--- src/rtl/cwa_pkg.sv ---
package cwa_pkg;

   // Recommended reset values for the configuration register feeding the block
   localparam logic [9:0] CWA_DEF_MASK    = 10'h3FF;
   localparam logic [9:0] CWA_DEF_COMMA_A = 10'h183;
   localparam logic [9:0] CWA_DEF_COMMA_B = 10'h27C;

   typedef enum logic {
      ALIGN_BARREL = 1'b0,
      ALIGN_SLIP   = 1'b1
   } align_mode_e;

   typedef struct packed {
      align_mode_e mode;
      logic        cont;
      logic        bypass;
   } cwa_ctl_t;

endpackage

--- src/rtl/cwa_window.sv ---
// Input conditioning and two-word search window.
module cwa_window #(
   parameter int W = 10
) (
   input  logic           clk,
   input  logic           rst_n,
   input  logic [W-1:0]   raw_i,
   input  logic           invert_i,
   output logic [2*W-1:0] win_o
);
   logic [W-1:0] cur_q;
   logic [W-1:0] prev_q;
   logic [W-1:0] cond;

   assign cond = raw_i ^ {W{invert_i}};

   always_ff @(posedge clk or negedge rst_n) begin
      if (!rst_n) begin
         cur_q  <= '0;
         prev_q <= '0;
      end else begin
         cur_q  <= cond;
         prev_q <= cur_q;
      end
   end

   // earliest bit at index 0: previous word occupies the low half
   assign win_o = {cur_q, prev_q};

endmodule

--- src/rtl/cwa_detect.sv ---
// Masked comparison at every offset and lowest-offset priority selection.
module cwa_detect #(
   parameter int W    = 10,
   parameter int OFFW = 4
) (
   input  logic                clk,
   input  logic                rst_n,
   input  logic [2*W-1:0]      win_i,
   input  logic [W-1:0]        mask_i,
   input  logic [W-1:0]        comma_a_i,
   input  logic [W-1:0]        comma_b_i,
   output logic [W-1:0][W-1:0] cand_o,
   output logic [W-1:0]        hit_o,
   output logic                found_o,
   output logic [OFFW-1:0]     pos_o
);
   for (genvar k = 0; k < W; k++) begin : g_off
      logic match_a;
      logic match_b;
      assign cand_o[k] = win_i[k +: W];
      assign match_a   = ((cand_o[k] ^ comma_a_i) & mask_i) == '0;
      assign match_b   = ((cand_o[k] ^ comma_b_i) & mask_i) == '0;
      assign hit_o[k]  = match_a | match_b;
   end

   always_comb begin
      pos_o = '0;
      for (int k = W - 1; k >= 0; k--) begin
         if (hit_o[k]) pos_o = OFFW'(k);
      end
   end

   assign found_o = |hit_o;


   lowest_hit_chk: assert property (@(posedge clk) disable iff (!rst_n)
      found_o |-> (hit_o[pos_o] && ((hit_o & ((W'(1) << pos_o) - W'(1))) == '0)));

endmodule

--- src/rtl/cwa_ctrl.sv ---
// Boundary state: offset, lock, slip holdoff and aligned flag.
module cwa_ctrl
   import cwa_pkg::*;
#(
   parameter int W       = 10,
   parameter int OFFW    = 4,
   parameter int HOLDOFF = 4
) (
   input  logic            clk,
   input  logic            rst_n,
   input  cwa_ctl_t        ctl_i,
   input  logic            found_i,
   input  logic [OFFW-1:0] pos_i,
   output logic [OFFW-1:0] off_o,
   output logic [OFFW-1:0] off_next_o,
   output logic            aligned_o
);
   localparam int HW = $clog2(HOLDOFF + 1);
   localparam logic [OFFW-1:0] LAST_OFF = OFFW'(W - 1);

   logic [OFFW-1:0] off_q, off_n;
   logic [HW-1:0]   hold_q, hold_n;
   logic            locked_q, locked_n;
   logic            pend_q, pend_n;
   logic            aligned_q, aligned_n;
   logic            accept;
   logic [OFFW-1:0] off_inc;

   assign off_inc = (off_q == LAST_OFF) ? '0 : off_q + OFFW'(1);

   always_comb begin
      off_n     = off_q;
      locked_n  = locked_q;
      hold_n    = (hold_q != '0) ? hold_q - HW'(1) : '0;
      pend_n    = 1'b0;
      aligned_n = aligned_q | pend_q;
      accept    = 1'b0;
      if (ctl_i.bypass) begin
         aligned_n = 1'b0;
      end else if (hold_q == '0 && found_i) begin
         accept = !locked_q || (ctl_i.cont && pos_i != off_q);
         if (accept) begin
            aligned_n = 1'b0;
            if (ctl_i.mode == ALIGN_SLIP && pos_i != off_q) begin
               off_n    = off_inc;
               locked_n = 1'b0;
               hold_n   = HW'(HOLDOFF);
            end else begin
               off_n    = pos_i;
               locked_n = 1'b1;
               pend_n   = 1'b1;
            end
         end
      end
   end

   always_ff @(posedge clk or negedge rst_n) begin
      if (!rst_n) begin
         off_q     <= '0;
         hold_q    <= '0;
         locked_q  <= 1'b0;
         pend_q    <= 1'b0;
         aligned_q <= 1'b0;
      end else begin
         off_q     <= off_n;
         hold_q    <= hold_n;
         locked_q  <= locked_n;
         pend_q    <= pend_n;
         aligned_q <= aligned_n;
      end
   end

   assign off_o      = off_q;
   assign off_next_o = off_n;
   assign aligned_o  = aligned_q;


   slip_step_chk: assert property (@(posedge clk) disable iff (!rst_n)
      ($past(ctl_i.mode) == ALIGN_SLIP && off_q != $past(off_q))
      |-> (off_q == (($past(off_q) == LAST_OFF) ? '0 : $past(off_q) + OFFW'(1))));


   holdoff_chk: assert property (@(posedge clk) disable iff (!rst_n)
      (hold_q != '0) |=> (off_q == $past(off_q)));


   one_shot_chk: assert property (@(posedge clk) disable iff (!rst_n)
      (!ctl_i.cont && locked_q) |=> (off_q == $past(off_q)));


   aligned_lock_chk: assert property (@(posedge clk) disable iff (!rst_n)
      aligned_q |-> locked_q);


   bypass_low_chk: assert property (@(posedge clk) disable iff (!rst_n)
      ctl_i.bypass |=> (!aligned_q && off_q == $past(off_q)));


   offset_range_chk: assert property (@(posedge clk) disable iff (!rst_n)
      off_q <= LAST_OFF);

endmodule

--- src/rtl/cwa_frame.sv ---
// Output register: selects the candidate at the offset taking effect.
module cwa_frame #(
   parameter int W    = 10,
   parameter int OFFW = 4
) (
   input  logic                clk,
   input  logic                rst_n,
   input  logic [W-1:0][W-1:0] cand_i,
   input  logic [OFFW-1:0]     sel_i,
   input  logic                bypass_i,
   output logic [W-1:0]        word_o
);
   logic [W-1:0] pick;
   logic [W-1:0] word_q;

   always_comb begin
      pick = cand_i[0];
      if (!bypass_i) begin
         for (int k = 0; k < W; k++) begin
            if (sel_i == OFFW'(k)) pick = cand_i[k];
         end
      end
   end

   always_ff @(posedge clk or negedge rst_n) begin
      if (!rst_n) word_q <= '0;
      else        word_q <= pick;
   end

   assign word_o = word_q;


   bypass_word_chk: assert property (@(posedge clk) disable iff (!rst_n)
      bypass_i |=> (word_q == $past(cand_i[0])));

endmodule

--- src/rtl/comma_word_aligner.sv ---
module comma_word_aligner
   import cwa_pkg::*;
#(
   parameter int W       = 10,
   parameter int OFFW    = 4,
   parameter int HOLDOFF = 4
) (
   input  logic            clk,
   input  logic            rst_n,
   input  logic [W-1:0]    raw_word,
   input  logic            cfg_slip,
   input  logic            cfg_continuous,
   input  logic            cfg_bypass,
   input  logic            cfg_invert,
   input  logic [W-1:0]    cfg_mask,
   input  logic [W-1:0]    cfg_comma_a,
   input  logic [W-1:0]    cfg_comma_b,
   output logic [W-1:0]    frame_word,
   output logic [OFFW-1:0] align_offset,
   output logic            aligned
);
   if (W < 2) begin : g_bad_width
      $error("comma_word_aligner: W must be at least 2");
   end
   if ((1 << OFFW) < W) begin : g_bad_offw
      $error("comma_word_aligner: OFFW too narrow for W offsets");
   end
   if (HOLDOFF < 1) begin : g_bad_hold
      $error("comma_word_aligner: HOLDOFF must be at least 1");
   end

   logic [2*W-1:0]      win;
   logic [W-1:0][W-1:0] cand;
   logic [W-1:0]        hit;
   logic                found;
   logic [OFFW-1:0]     pos;
   logic [OFFW-1:0]     off_next;
   cwa_ctl_t            ctl;

   assign ctl.mode   = align_mode_e'(cfg_slip);
   assign ctl.cont   = cfg_continuous;
   assign ctl.bypass = cfg_bypass;

   cwa_window #(.W(W)) u_window (
      .clk      (clk),
      .rst_n    (rst_n),
      .raw_i    (raw_word),
      .invert_i (cfg_invert),
      .win_o    (win)
   );

   cwa_detect #(.W(W), .OFFW(OFFW)) u_detect (
      .clk       (clk),
      .rst_n     (rst_n),
      .win_i     (win),
      .mask_i    (cfg_mask),
      .comma_a_i (cfg_comma_a),
      .comma_b_i (cfg_comma_b),
      .cand_o    (cand),
      .hit_o     (hit),
      .found_o   (found),
      .pos_o     (pos)
   );

   cwa_ctrl #(.W(W), .OFFW(OFFW), .HOLDOFF(HOLDOFF)) u_ctrl (
      .clk        (clk),
      .rst_n      (rst_n),
      .ctl_i      (ctl),
      .found_i    (found),
      .pos_i      (pos),
      .off_o      (align_offset),
      .off_next_o (off_next),
      .aligned_o  (aligned)
   );

   cwa_frame #(.W(W), .OFFW(OFFW)) u_frame (
      .clk      (clk),
      .rst_n    (rst_n),
      .cand_i   (cand),
      .sel_i    (off_next),
      .bypass_i (cfg_bypass),
      .word_o   (frame_word)
   );


   reset_clear_chk: assert property (@(posedge clk)
      !rst_n |-> (frame_word == '0 && align_offset == '0 && !aligned));

endmodule

--- config.mk ---
export PLATFORM = sky130hd
export DESIGN_NAME = comma_word_aligner
export DESIGN_NICKNAME = d
export VERILOG_FILES = /design/src/rtl/cwa_pkg.sv /design/src/rtl/cwa_window.sv /design/src/rtl/cwa_detect.sv /design/src/rtl/cwa_ctrl.sv /design/src/rtl/cwa_frame.sv /design/src/rtl/comma_word_aligner.sv
export SDC_FILE = /design/constraint.sdc
export NUM_CORES = 1
export LEC_CHECK = 0
export BUFFER_PORTS_ARGS = -buffer_cell sky130_fd_sc_hd__buf_2
export CORE_ASPECT_RATIO = 0.9
export CORE_MARGIN = 2
export CORE_UTILIZATION = 40
export CTS_CLUSTER_SIZE = 40
export DETAILED_ROUTE_END_ITERATION = 6
export GPL_TIMING_DRIVEN = 0
export PLACE_DENSITY = 0.66
export SLEW_MARGIN = 20
export SYNTH_ARGS = -nofsm -noshare
export SYNTH_HDL_FRONTEND = slang
export SYNTH_HIERARCHICAL = 1
export SYNTH_SLANG_ARGS = --single-unit
export TNS_END_PERCENT = 50
--- constraint.sdc ---
create_clock -name clk -period 6.1 [get_ports clk]
set_input_delay 0 -clock clk [delete_from_list [all_inputs] [get_ports clk]]
set_output_delay 0 -clock clk [all_outputs]
set_load 0.05 [all_outputs]
---- Word level (Yosys, flattened, before mapping) ----
Index checks and enable logic that the tools add are counted.
word-level totals
  flip-flop bits (word level) ............. 40
  input port bits ......................... 46
  output and inout port bits .............. 15
  word-level logic and storage cells ...... 140
operators by class
  add/subtract/negate cells ............... 2
  equality and inequality tests ........... 11
  mux-type cells .......................... 37
  bitwise operators ....................... 53
  reductions and logical operators ........ 29
operators by type and width
  kind                                              count
  XOR 10 bit                                        21
  AND 10 bit                                        20
  logical NOT 10 bit                                20
  two-way mux 10 bit                                10
  two-way mux 4 bit                                 15
  == test 4 x 3 -> 1 bit, second input constant     4
  two-way mux 3 bit                                 5
  == test 4 bit, second input constant              3
  bitwise OR 1 bit                                  11
  OR reduction 10 bit                               1
  == test 4 x 2 -> 1 bit, second input constant     2
  two-way mux 1 bit                                 7
  adder 4 x 1 -> 4 bit, second input constant       1
  == test 4 x 1 -> 1 bit, second input constant     1
  inequality test 4 bit                             1
  logical AND 1 bit                                 3
  logical NOT 3 bit                                 1
  AND reduction 3 bit                               1
  nonzero test 3 bit                                1
  subtractor 3 x 1 -> 3 bit, second input constant  1
  logical NOT 1 bit                                 1
  logical OR 1 bit                                  1
  inverter 1 bit                                    1

---- Depth between registers and ports, before layout ----
  depth after elaboration ................. 31
  depth in mapped cells ................... 22
  gate-level depth less buffers ........... 17

---- Hierarchy ----
The synthesis kept the hierarchy.
by module, submodules not included
  module      instances  cells each  area each (um^2)  seq. area each (um^2)
  cwa_detect  1          511         4,140.2           0.0
  cwa_frame   1          220         1,616.6           250.2
  cwa_window  1          31          599.3             500.5
  cwa_ctrl    1          59          585.6             250.2

---- Least setup slack after synthesis ----
Ideal clock, no wire load.
  path kind ............................... register -> register
  from .................................... register u_window.cur_q[0]
  to ...................................... register u_frame.word_q[3] (netlist: u_frame/word_o[3])
  library setup time ...................... 82 ps
  arrival ................................. 4,032 ps
  data required time ...................... 6,018 ps
  path slack .............................. 1,986 ps
  cell stages (with the launch flop) ...... 21
  buffers on the path ..................... 3
  clock period less this slack ............ 4,114 ps
  cell sequence ........................... dfrtp_1 -> buf_6 -> buf_12 -> xor2_1 -> a22oi_2 -> nand4_2 -> o22ai_4 -> inv_2 -> a221oi_2 -> o31a_1 -> xor2_1 -> o41ai_2 -> a211oi_4 -> a21oi_1 -> a21oi_1 -> buf_4 -> nor2_2 -> o2bb2ai_1 -> a2111oi_2 -> o21ai_1 -> a31oi_1
between the ends
  elaborated cells on any way between the ends .. 102
  classes of those cells .................. eq/ne: 10; mux: 24; bitwise: 45; reduce/logical: 23
RTL lines
  what                                   RTL line                            source
  start, declared                        cwa_window.sv:11                    logic [W-1:0] cur_q;
  start signal, assigned                 cwa_window.sv:22                    cur_q <= cond;
  XOR 10 bit (on tied branches)          cwa_detect.sv:21, cwa_detect.sv:22
  AND 10 bit (on tied branches)          cwa_detect.sv:21, cwa_detect.sv:22
  logical NOT 10 bit (on tied branches)  cwa_detect.sv:21, cwa_detect.sv:22
  bitwise OR 1 bit *                     cwa_detect.sv:23                    assign hit_o[k] = match_a | match_b;
  named net hit[5]                       comma_word_aligner.sv:34            logic [W-1:0] hit;
  two-way mux 4 bit * (6 in series)      cwa_detect.sv:29                    if (hit_o[k]) pos_o = OFFW'(k);
  named net pos[0]                       comma_word_aligner.sv:36            logic [OFFW-1:0] pos;
  inequality test 4 bit *                cwa_ctrl.sv:41, cwa_ctrl.sv:44
  [3 not listed]                         n/a
  two-way mux 4 bit *                    cwa_ctrl.sv:40                      end else if (hold_q == '0 && found_i) begin
  two-way mux 4 bit *                    cwa_ctrl.sv:38                      if (ctl_i.bypass) begin
  named net off_next[2]                  comma_word_aligner.sv:37            logic [OFFW-1:0] off_next;
  == test 4 x 1 -> 1 bit                 cwa_frame.sv:20                     if (sel_i == OFFW'(k)) pick = cand_i[k];
  two-way mux 10 bit (8 in series)       cwa_frame.sv:20
  two-way mux 10 bit *                   cwa_frame.sv:20
  two-way mux 10 bit *                   cwa_frame.sv:18                     if (!bypass_i) begin
  named net u_frame.pick[3]              cwa_frame.sv:13                     logic [W-1:0] pick;
  end signal, assigned                   cwa_frame.sv:27                     else word_q <= pick;
  end, declared                          cwa_frame.sv:14                     logic [W-1:0] word_q;
Mark *: on every way through the listed nets, which the timed path passes. The rest lies on a longest branch.
A chain may end at the register's enable or synchronous reset.

---- Worst setup path in the final report ----
  from .................................... register u_window.prev_q[8]
  to ...................................... register u_frame.word_q[4] (netlist: u_frame/word_o[4])
between the ends
  elaborated cells on any way between the ends .. 101
  classes of those cells .................. eq/ne: 10; mux: 23; bitwise: 45; reduce/logical: 23
RTL lines
  what                                   RTL line                            source
  start, declared                        cwa_window.sv:12                    logic [W-1:0] prev_q;
  start signal, assigned                 cwa_window.sv:23                    prev_q <= cur_q;
  XOR 10 bit (on tied branches)          cwa_detect.sv:21, cwa_detect.sv:22
  AND 10 bit (on tied branches)          cwa_detect.sv:21, cwa_detect.sv:22
  logical NOT 10 bit (on tied branches)  cwa_detect.sv:21, cwa_detect.sv:22
  bitwise OR 1 bit *                     cwa_detect.sv:23
  named net hit[7]                       comma_word_aligner.sv:34
  two-way mux 4 bit * (8 in series)      cwa_detect.sv:29
  named net pos[0]                       comma_word_aligner.sv:36
  inequality test 4 bit *                cwa_ctrl.sv:41, cwa_ctrl.sv:44
  [3 not listed]                         n/a
  two-way mux 4 bit *                    cwa_ctrl.sv:40
  two-way mux 4 bit *                    cwa_ctrl.sv:38
  named net off_next[2]                  comma_word_aligner.sv:37
  == test 4 x 1 -> 1 bit                 cwa_frame.sv:20
  two-way mux 10 bit (8 in series)       cwa_frame.sv:20
  two-way mux 10 bit *                   cwa_frame.sv:20
  two-way mux 10 bit *                   cwa_frame.sv:18
  named net u_frame.pick[4]              cwa_frame.sv:13
Marks and branches as above.

==> qor.txt <==
outcome = finished with violations
violated checks = design-rule violations
area leader, netlist = xor2_1
clock buffer depth = 2
RSZ-0062 raised after global routing = no
Seq/Total Area, Yosys = 14.42%
first-pass GRT wire length = 35.50 mm
Total Wirelength = 22.76 mm
Remaining DRCs = 1
WHS = 131.5 ps
Worst path slowest cell = dfrtp_1
Critical Path Start Type = register
worst setup margin = 597.1 ps
P_leak = 0.003458 uW
IO Pins = 61
antenna violations before repair = 0
vias in the first global route = 6,152
Achievable Freq = 181.7 MHz
TritonCTS clock tree = built
clock skew = 8.409 ps
pwr dens = 354.0 nW/um^2
endpoints failing setup = 0
routed vias/inst = 5.785
core area = 16,950 sq um
Synth area leaders = xor2_1, dfrtp_1, buf_4
min cycle time layout = 5503 ps
pre-CTS worst setup slack = 724.5 ps
Clk Latency, worst-skew pair = 290 ps
hpwl dp = 16.02 mm
delay of the slowest cell on the worst path = 680 ps
library cells used by synthesis = 72
vias post-DR = 6,456
Synth top area share = 26.50%
Reg area = 1001 sq um
CP Data Required Time = 6290 ps
Critical Path, Cell by Cell = buf_6 > buf_12 > xor2_1 > a22oi_1 > nand4_1 > o22ai_2 > nor2_1 > a221oi_2 > o31a_1 > xor2_1 > o41ai_2 > a211oi_4 > a21oi_1 > a21oi_1 > buf_4 > nor2_2 > o2bb2ai_1 > a2111oi_2 > o21ai_1 > a31oi_1
Syn. warnings = 6
largest net degree at the start of global routing = 41
crit path kind = reg -> reg
CP top delay family = compound AO/OA/AOI/OAI gates
number of DRC markers in iteration 0 = 841
Port-buffer cells = 30
die footprint = 18,430 sq um
Worst Tran Pin Value = 925.8 ps
Root Driver = clkbuf_16
Setup TNS = 0 ps
Rel. slew slack = 38.28%
Post-Layout Inst Area = 7750 sq um
CTS Sinks = 40
post-layout net count = 928
crit end category = register
asr flop ratio synth = 100.0%
FP Rows = 45
H-tree depth = 2
Hold Path Class = in -> reg
dominant synthesized flop cell = dfrtp_1
post-route ant nets = 0
Worst R2R Setup Slack = 600 ps
area post-placement = 7386 sq um
die height = 129.0 um
Antenna Cells = 0
Synth Area per Inst = 8.455 sq um
#FFs+latches synth = 40
Area growth, synth to finish = 11.64%
peak supply drop = 0.0002004 V
drt first pass iters = 7
Mapped Cells = 821
Crit path buffers/inverters = 3
fin crit share = 90.21%
Post-synth EDFFs = 0
syn nets = 869
Worst Path Max Fanout = 10
Inserted Clock Buffers = 5
initial core utilization = 40.96%
count of pins over their slew limit = 0
RePlAce Congestion = 0.9487
MaxCap Viol Count = 0
fillcell total = 1,709
Critical Path AT = 5690 ps
layout cells sized above 1 = 28.04%
Post-Syn Area = 6942 sq um
GRT Resource Usage Total = 24.84%
clk slew on worst S/H paths = 60 ps
final hold violation count = 0
total gr overflow = 0
chip width = 142.9 um
WL/cell = 20.40 um
multi-input logic area = 4524 sq um
-- metal layers --
| metal | vias to the layer above | share of wire, % | GRT usage (%) | routed length (um) |
|---|---|---|---|---|
| li1 | 2917 | - | - | - |
| met1 | 3110 | 45 | 36.36 | 10340 |
| met2 | 366 | 42 | 36.54 | 9483 |
| met3 | 63 | 10 | 5.620 | 2339 |
| met4 | 0 | 2.6 | 6.814 | 596 |
| met5 | - | 0 | 0 | 0 |
-- layout make-up --
cell class,count,share of cell area (%)
plain buffers,187,17.65
clock buffers,5,1.614
clock inverters,3,0.2422
inverters,13,0.6296
multi-input cells,581,58.38
flip-flops and latches,40,12.92
well taps,235,3.794
repair buffers,52,4.779
-- cells in the mapped netlist, drive strengths merged, types with 2 or more instances --
| cell | count |
|---|---|
| nand2 | 24 |
| a2111oi | 4 |
| o311a | 5 |
| clkbuf | 16 |
| nor2 | 24 |
| dfrtp | 40 |
| and3 | 2 |
| a2bb2oi | 4 |
| a22o | 21 |
| a21oi | 34 |
| mux2i | 16 |
| nand3 | 6 |
| xor2 | 214 |
| nor3 | 2 |
| o21ai | 24 |
| a21boi | 2 |
| buf | 171 |
| o41ai | 2 |
| a31oi | 7 |
| a22oi | 81 |
| a221oi | 7 |
| a211o | 2 |
| o22a | 3 |
| o2bb2ai | 3 |
| or3 | 2 |
| inv | 12 |
| or2 | 2 |
| a211oi | 5 |
| nand4 | 22 |
| mux2 | 10 |
| o22ai | 23 |
| nor2b | 3 |
| ha | 2 |
| nand2b | 11 |
-- report_power, final --
part | total, uW | switching [uW] | leakage (uW) | internal (uW)
clock | 260 | 110 | 0.0000736 | 151
sequential | 430 | 88.7 | 0.000475 | 341
combinational | 2050 | 1250 | 0.00291 | 807
-- cell usage in the layout, fill, tap and decap left out, drive strengths merged, types with 21 or more instances in the layout --
master	netlist	layout
nor2	24	24
o22ai	23	23
dlygate4sd3	0	22
a22o	21	21
a21oi	34	34
nand4	22	22
buf	171	201
o21ai	24	24
dfrtp	40	40
xor2	214	214
a22oi	81	81
nand2	24	24
clkbuf	16	21
-- stage by stage --
step | util [%] | power [uW] | instances
final | 45.73 | 2744 | 1116
after global routing | 45.73 | 2923 | 1116
after global placement | 43.58 | 2401 | 1086
after CTS | 45.73 | 2702 | 1116
after detailed placement | 43.58 | 2418 | 1086
after floorplan | - | 1953 | 821
-- what timing repair did --
item | CTS | global route
hold endpoints to repair | 51 | 0
endpoints found under the setup margin | 0 | 0
hold buffers | 22 | 0
buffers inserted | 0 | 0
resized for setup | 0 | 0
-- cell families (layout without fill, tap and decap cells) --
group	after synthesis	in the layout	synth area share, %
flops	40	40	14.42
fa+ha+maj	2	2	0.3604
mux	26	26	3.983
compound gates	235	235	25.43
simple gates	104	104	7.967
buf+inv	200	260	20.40
xor+xnor	214	214	27.43
-- path summary, 6_finish.rpt --
| path | endpoint | from | cells past startpoint |
|---|---|---|---|
| min reg2reg | u_window/prev_q[9]$_DFF_PN0_ | u_window/cur_q[9]$_DFF_PN0_ | 0 |
| min in group asynchronous | u_ctrl/pend_q$_DFF_PN0_ | rst_n | 2 |
| max | u_frame/word_o[4]$_DFF_PN0_ | u_window/prev_q[8]$_DFF_PN0_ | 20 |
| max reg2reg | u_frame/word_o[4]$_DFF_PN0_ | u_window/prev_q[8]$_DFF_PN0_ | 20 |
| max in group asynchronous | u_window/cur_q[2]$_DFF_PN0_ | rst_n | 2 |
| min | u_ctrl/hold_q[2]$_DFF_PN0_ | cfg_slip | 4 |
-- worst register-to-register path, stage by stage (launching register included) --
cell and delay (ps):
dfrtp_1 680, buf_6 270, buf_12 180, xor2_1 80, a22oi_1 150, nand4_1 280, o22ai_2 270, nor2_1 90
a221oi_2 220, o31a_1 200, xor2_1 270, o41ai_2 170, a211oi_4 500, a21oi_1 130, a21oi_1 580, buf_4 300
nor2_2 120, o2bb2ai_1 150, a2111oi_2 400, o21ai_1 110, a31oi_1 240
-- flip-flops by register name, summed over array words and instances, names as in the netlist --
| register | flops |
|---|---|
| u_ctrl/aligned_o | 1 |
| u_ctrl/hold_q | 3 |
| u_ctrl/locked_q | 1 |
| u_ctrl/off_o | 4 |
| u_ctrl/pend_q | 1 |
| u_frame/word_o | 10 |
| u_window/cur_q | 10 |
| u_window/prev_q | 10 |
No activity file was read; power rests on OpenSTA's default activity.
